==> src/rtl/irq_route_ctrl.sv <==
module irq_route_ctrl #(
  parameter int          NLINES  = 64,
  parameter int          VW      = 8,
  parameter int          AW      = 10,
  parameter logic [31:0] ID_WORD = 32'h1A00_0000,
  parameter logic [7:0]  ID_VER  = 8'h01
) (
  input  logic              clk,
  input  logic              rst_n,
  input  logic [NLINES-1:0] irq_in,
  input  logic              reg_wr,
  input  logic              reg_rd,
  input  logic [AW-1:0]     reg_addr,
  input  logic [31:0]       reg_wdata,
  output logic [31:0]       reg_rdata,
  output logic              reg_err,
  output logic              reg_busy,
  output logic              ev_valid,
  input  logic              ev_ready,
  output logic [VW-1:0]     ev_vector,
  output logic              ev_level
);
  localparam int LW = $clog2(NLINES);
  localparam logic [AW-1:0] OFF_ID = 'h000, OFF_MASK = 'h020, OFF_EDGE = 'h040,
    OFF_CLR = 'h060, OFF_POL = 'h080, OFF_AUTO = 'h0A0, OFF_RAW = 'h0C0,
    OFF_ISR = 'h0E0, OFF_ROUTE = 'h100, OFF_VEC = 'h200;

  logic [NLINES-1:0] prev_q, irr_q, isr_q, mask_q, edge_q, sent_q;
  logic [VW-1:0]     vec_q [NLINES];

  wire hi       = reg_addr[2];
  wire hit_id   = reg_addr[AW-1:3] == OFF_ID[AW-1:3];
  wire hit_mask = reg_addr[AW-1:3] == OFF_MASK[AW-1:3];
  wire hit_edge = reg_addr[AW-1:3] == OFF_EDGE[AW-1:3];
  wire hit_clr  = reg_addr[AW-1:3] == OFF_CLR[AW-1:3];
  wire hit_pol  = reg_addr[AW-1:3] == OFF_POL[AW-1:3];
  wire hit_raw  = reg_addr[AW-1:3] == OFF_RAW[AW-1:3];
  wire hit_isr  = reg_addr[AW-1:3] == OFF_ISR[AW-1:3];
  wire hit_auto = reg_addr[AW-1:4] == OFF_AUTO[AW-1:4];
  wire hit_rte  = reg_addr[AW-1:LW] == OFF_ROUTE[AW-1:LW];
  wire hit_vec  = reg_addr[AW-1:LW] == OFF_VEC[AW-1:LW];
  wire defined  = hit_id | hit_mask | hit_edge | hit_clr | hit_pol | hit_raw |
                  hit_isr | hit_auto | hit_rte | hit_vec;
  wire [LW-1:0] idx = reg_addr[LW-1:0];

  wire wr_ok  = reg_wr & ~reg_busy;
  wire wr_clr = wr_ok & hit_clr;
  wire [NLINES-1:0] hsel = {{(NLINES/2){hi}}, {(NLINES/2){~hi}}};
  wire [NLINES-1:0] wide = {reg_wdata, reg_wdata};

  function automatic logic [31:0] half32(input logic [NLINES-1:0] x, input logic h);
    return h ? x[NLINES-1:NLINES/2] : x[NLINES/2-1:0];
  endfunction

  wire [NLINES-1:0] rise   = irq_in & ~prev_q;
  wire [NLINES-1:0] fall   = ~irq_in & prev_q & ~edge_q;
  wire [NLINES-1:0] irr_a  = (irr_q | rise) & ~fall;
  wire [NLINES-1:0] isr_a  = (isr_q | (rise & ~mask_q)) & ~fall;
  wire [NLINES-1:0] mask_n = (wr_ok & hit_mask) ? ((mask_q & ~hsel) | (wide & hsel)) : mask_q;
  wire [NLINES-1:0] opened = mask_q & ~mask_n;
  wire [NLINES-1:0] closed = ~mask_q & mask_n;
  wire [NLINES-1:0] clr    = wr_clr ? (wide & hsel & edge_q & irr_a) : '0;
  wire [NLINES-1:0] irr_n  = irr_a & ~clr;
  wire [NLINES-1:0] isr_n  = (isr_a | (irr_a & opened)) & ~(closed & ~irr_a) & ~clr;

  wire [NLINES-1:0] pend = isr_q ^ sent_q;
  logic [LW-1:0] pick;
  always_comb begin
    pick = '0;
    for (int i = NLINES - 1; i >= 0; i--)
      if (pend[i]) pick = LW'(i);
  end
  wire load = (|pend) & (~ev_valid | ev_ready);
  assign reg_busy = (|pend) | ev_valid;

  logic [31:0] rd_val;
  always_comb begin
    rd_val = '0;
    if (hit_id)        rd_val = hi ? {8'h00, 8'd31, 8'h00, ID_VER} : ID_WORD;
    else if (hit_mask) rd_val = half32(mask_q, hi);
    else if (hit_edge) rd_val = half32(edge_q, hi);
    else if (hit_raw)  rd_val = half32(irr_q, hi);
    else if (hit_isr)  rd_val = half32(isr_q, hi);
    else if (hit_rte)  rd_val = 32'd1;
    else if (hit_vec)  rd_val = 32'(vec_q[idx]);
  end

  always_ff @(posedge clk) begin
    if (!rst_n) begin
      prev_q <= '0; irr_q <= '0; isr_q <= '0; sent_q <= '0;
      mask_q <= '1; edge_q <= '0;
      ev_valid <= 1'b0; ev_vector <= '0; ev_level <= 1'b0;
      reg_rdata <= '0; reg_err <= 1'b0;
      for (int i = 0; i < NLINES; i++) vec_q[i] <= '0;
    end else begin
      prev_q <= irq_in;
      irr_q  <= irr_n;
      isr_q  <= isr_n;
      mask_q <= mask_n;
      if (wr_ok & hit_edge) edge_q <= (edge_q & ~hsel) | (wide & hsel);
      if (wr_ok & hit_vec)  vec_q[idx] <= reg_wdata[VW-1:0];
      if (load) begin
        ev_valid     <= 1'b1;
        ev_vector    <= vec_q[pick];
        ev_level     <= isr_q[pick];
        sent_q[pick] <= isr_q[pick];
      end else if (ev_ready) begin
        ev_valid <= 1'b0;
      end
      if (reg_rd) reg_rdata <= rd_val;
      reg_err <= (reg_wr | reg_rd) & ~defined;
    end
  end
endmodule


==> config.mk <==
export PLATFORM = sky130hd
export DESIGN_NAME = irq_route_ctrl
export DESIGN_NICKNAME = d
export VERILOG_FILES = /design/src/rtl/irq_route_ctrl.sv
export SDC_FILE = /design/constraint.sdc
export NUM_CORES = 2
export LEC_CHECK = 0
export BUFFER_PORTS_ARGS = -buffer_cell sky130_fd_sc_hd__buf_2
export CAP_MARGIN = 10
export CELL_PAD_IN_SITES_DETAIL_PLACEMENT = 1
export CELL_PAD_IN_SITES_GLOBAL_PLACEMENT = 1
export CORE_ASPECT_RATIO = 0.6
export CORE_UTILIZATION = 45
export CTS_BUF_LIST = sky130_fd_sc_hd__clkbuf_4 sky130_fd_sc_hd__clkbuf_8 sky130_fd_sc_hd__clkbuf_16
export DETAILED_ROUTE_END_ITERATION = 8
export PLACE_DENSITY_LB_ADDON = 0.1
export SKIP_CTS_REPAIR_TIMING = 1
export SYNTH_ARGS = -nofsm -noshare
export SYNTH_HDL_FRONTEND = slang
export SYNTH_SLANG_ARGS = --single-unit
==> constraint.sdc <==
create_clock -name clk -period 8.7 [get_ports clk]
set_input_delay 0.435 -clock clk [delete_from_list [all_inputs] [get_ports clk]]
set_output_delay 0.435 -clock clk [all_outputs]
set_load 0.005 [all_outputs]
-- Word level (Yosys, flattened, before mapping)
Memory sizes are Yosys's and may differ from the RTL's. A register that Yosys moved wholly into a read port is not among the register bits.
Index checks and enable logic that the tools add are counted.
- mux-type cells: 92
- reduce and logical (&&, ||, !) cells: 6
- equal/unequal tests: 9
- bitwise gates (word level): 57
- order comparisons: 2
- operators by type and width (kind ; number):
    64-bit bitwise AND ; 18
    64-bit NOT ; 10
    6-bit 2-to-1 mux ; 65
    64-bit bitwise OR ; 5
    32-bit 2-to-1 mux ; 9
    64-bit 2-to-1 mux ; 2
    64-bit bitwise mux ; 1
    64-bit OR reduction ; 1
    64-bit XOR ; 1
    29-bit 2-to-1 mux ; 1
    8-bit 2-to-1 mux ; 3
    7-bit by 5-bit == test with 1-bit output, second input constant ; 3
    7-bit by 4-bit == test with 1-bit output, second input constant ; 2
    1-bit bitwise OR ; 12
    1-bit 2-to-1 mux ; 9
    8-bit OR reduction ; 1
    1-bit bitwise AND ; 7
    7-bit by 3-bit == test with 1-bit output, second input constant ; 1
    7-bit logical NOT ; 1
    6-bit by 7-bit < comparator with 1-bit output, second input constant ; 1
    1-bit binary-select mux with 6-bit select ; 1
    1-bit demux with 6-bit select ; 1
    6-bit by 4-bit == test with 1-bit output, second input constant ; 1
    6-bit by 1-bit >= comparator with 1-bit output, second input constant ; 1
    other kinds (6) ; 9
- input bits: 111
- memories: 1
- output and inout bits: 44
- bits in registers: 419
- RAM bits: 512
- memory list (memory ; depth ; width ; read ports ; clocked after memory_dff ; wr ports ; RTL line ; source):
    vec_q ; 64 ; 8 ; 2 ; 1 ; 64 ; 29 ; logic [VW-1:0] vec_q [NLINES];

-- Logic depth before layout (Yosys ltp)
- word-level depth: 70
- gate-level depth with buffers: 16
- gate-level depth less buffers: 11

-- Least setup slack after synthesis
Ideal clock, no wire load.
- kind: flip-flop to flip-flop
- from: reg isr_q[10]
- to: mem vec_q[56][0], enable pin
- stages on the path, launching flop included: 12
- arrival time: 3.377 ns
- required time: 8.316 ns
- path buffers: 1
- setup time: 0.384 ns
- period minus slack after synthesis: 3.761 ns
- setup slack: 4.939 ns
- cell sequence: dfxtp_1 xor2_1 or4_1 nor3_1 nand3_1 nor3_1 nand2_1 nor3_1 and2_1 nand3_1 clkbuf_1 o21ai_0
- RTL lines (item ; RTL line ; source):
    from (decl) ; 28 ; logic [NLINES-1:0] prev_q, irr_q, isr_q, mask_q, edge_q, sent_q;
    from (signal assigned) ; 98 ; isr_q <= isr_n;
    to (decl) ; 29 ;

-- Worst setup path in the final report
- from: reg isr_q[3]
- to: reg ev_vector[5] (read register of vec_q)
- longest elaborated chain between the ends: 5
- elaborated cells between the ends (all ways): 7
- RTL lines (item ; RTL line ; source):
    64-bit XOR (*) ; 66 ; wire [NLINES-1:0] pend = isr_q ^ sent_q;
    6-bit 2-to-1 mux (4 in a row) ; 71 ; if (pend[i]) pick = LW'(i);
    to (decl) ; 20 ; output logic [VW-1:0] ev_vector,
Mark *: on every way between the ends. The rest lies on a longest branch, timed or not.
A chain may end at the register's enable or synchronous reset.

==> impl_results.md <==
* Outcome: finished, violations left
* Violated checks: design-rule violations, negative hold slack
* Net count after synthesis at approximately 5400
* Max-cap violations at 0
* Clock Skew at approximately 38 ps
* RSZ-0062 raised after global routing: false
* Yosys warns at 0
* Clock transition at path regs at 70 ps
* Largest net degree at the start of global routing at 132
* CTS root buffer: clkbuf_16
* Largest area contributor in the netlist: edfxtp_1
* Routed vias at 46800
* Final net count at around 5400
* XOR/XNOR Fraction of Synth Area at 0.0151
* Adder-Cell Fraction of Synth Area at 0.000203
* Register area share after synthesis at 0.485
* Synth top area cells: edfxtp_1 (31%), dfxtp_1 (17%), and2_1 (7.9%)
* Clock latency at the later pin of the worst-skew pair at ~750 ps
* # rows at 93
* Starting DRT DRC Count at 7887
* Mean post-synth cell area at about 9.4 um2
* Die area at ~110000 um2
* Synth top area share at 0.312
* Die width at around 430 um
* Placer Congestion at 1.05
* Count of final setup violators at 0
* 1st-pass router iterations at 9
* Main flop type after synthesis: edfxtp_1
* Register area at 23900 um2
* CTS tree: done
* Hpwl dp at 157000 um
* Post-Syn Area at 49300 um2
* Crit path kind: register to register
* CP endpoint kind: register
* Share of post-route cells with drive strength above 1 at 0.101
* Initial core utilization at 0.457
* Hold crit path type: input port to register
* Post-synthesis simple-gate area fraction at 0.207
* Synth async-reset ratio at 0
* Total GRT Usage at 0.404
* EDFF count, synth at roughly 500
* Area of the multi-input gates at 23600 um2
* Final min period at 6540 ps
* Least-Margin Pin Slew at between 1000 and 1500 ps
* Worst Path Max Fanout at 54
* Global-route wire length before repair at ~330000 um
* H-tree lvl count at 3
* Total CTS buffers at 94
* Synth Register Bits at approximately 940
* Average wire per standard cell at ~34 um
* Io pins at roughly 160
* Endpoints failing hold at 1
* Number of buffers added on ports at ~150
* Area delta synth->final at 11.7%
* Top-count cell post-synth: and2_1
* Max Root-Sink Buffers at 3
* DRC errors left at between 60 and 70
* Compound-Gate Fraction of Synth Area at 0.214
* Post-Route WL at between 200000 and 250000 um
* Relative slew slack at 0.138
* Largest family of logic cells by synthesized area: compound AO/OA/AOI/OAI gates
* Total congestion overflow at 0
* Die span in y at around 260 um
* Max frequency at between 150 and 200 MHz
* R2R Setup Slk at around 2200 ps
* Fin crit share at 0.752
* Initial antenna violation count at 23
* Post-synthesis mux area share at 0.0387
* CTS Sinks at 939
* Post-Synthesis Cells at 5251
* Vias in the first global route at ~44000
* Core Region at approximately 110000 um2
* Crit path DAT at 7200 ps
* Post-synth top cells: and2_1 (620), edfxtp_1 (512), nand2_1 (429)
* CP required at 9360 ps
* Filler cell count at roughly 12000
* CP startpoint kind: register
* Yosys cell types at 92
* Final slew viol count at 0
* Drt via density at ~6.9
* Antenna-violating nets left at 0
* Final hold slack at -13.0 ps
* Setup TNS at 0 ps
layer usage:
metal / track usage / vias up / routed length (um)
met5: 0.00967 / - / 242
met4: 0.112 / 16 / 7380
met3: 0.196 / 586 / 38500
met2: 0.530 / 3401 / 88300
met1: 0.579 / 23500 / 97600
li1: - / 19400 / -
worst max-delay path, cell delays in order (launching register included):
cell and delay [ps]:
dfxtp_1 390, xnor2_1 510, nand3_1 310, a211o_1 320, a2111oi_1 640, o21a_2 650, buf_4 420, o21ai_0 260
o31ai_4 540, buf_4 780, nand2_1 130, a31oi_1 850, nor3_1 350, a31oi_1 250
final cells by class:
class / count / share of cell area
diodes: 10 / 0.000454
clock buffers: 125 / 0.0483
clock inverters: 47 / 0.0116
inverters: 75 / 0.00516
multi-input cells: 3836 / 0.429
flip-flops and latches: 939 / 0.434
well taps: 1425 / 0.0324
repair buffers: 321 / 0.0389
sequential cells by signal (all words and copies together), names as in the netlist, named ones only:
signal     flops
ev_level       1
ev_valid       1
ev_vector      8
irr_q         64
isr_q         64
mask_q        64
prev_q        64
reg_err        1
reg_rdata     32
sent_q        64
vec_q        512
placed cells by master, fill, tap and decap left out, types with 74 or more instances in the layout:
cell type	Yosys	routed
edfxtp_1	512	512
o21ai_0	310	299
mux2i_1	159	159
inv_1	74	74
a21oi_1	328	327
a31oi_1	77	76
and2_1	620	617
buf_4	26	107
nand2b_1	76	76
nor2_1	379	370
dfxtp_1	427	427
nand3_1	267	263
clkbuf_16	0	95
buf_2	28	161
a22oi_1	307	307
nand2_1	429	426
per-stage QoR:
step	area (um2)	util	std cells	worst slack [ps]
floorplan	49300	-	5251	4940
detailed placement	51200	0.475	6537	2870
CTS	54500	0.505	6709	2850
finish	55100	0.510	6778	2160
global route	55100	0.510	6772	2430
global placement	51200	0.475	6537	2910
cell families (layout without fill, tap and decap cells):
family | count (synthesis) | after routing
AOI/OAI and AO/OA | 1562 | 1562
xor gates and xnor gates | 85 | 85
adders and majority gates | 1 | 1
buffers and inverters | 476 | 568
DFF | 939 | 939
muxes | 183 | 183
other | 0 | 10
and+or+nand+nor | 2005 | 2005
path summary, 6_finish.rpt:
path            startpoint       endpoint  depth (start not counted)
min             irq_in[15]     prev_q[15]                          2
max               isr_q[3]   ev_vector[5]                         13
max reg2reg       isr_q[3]   ev_vector[5]                         13
min reg2reg  reg_rdata[31]  reg_rdata[31]                          2
Power is left out: the tool's default activity adds up to more than one toggle a clock period on the data nets, which glitch-free logic cannot reach.
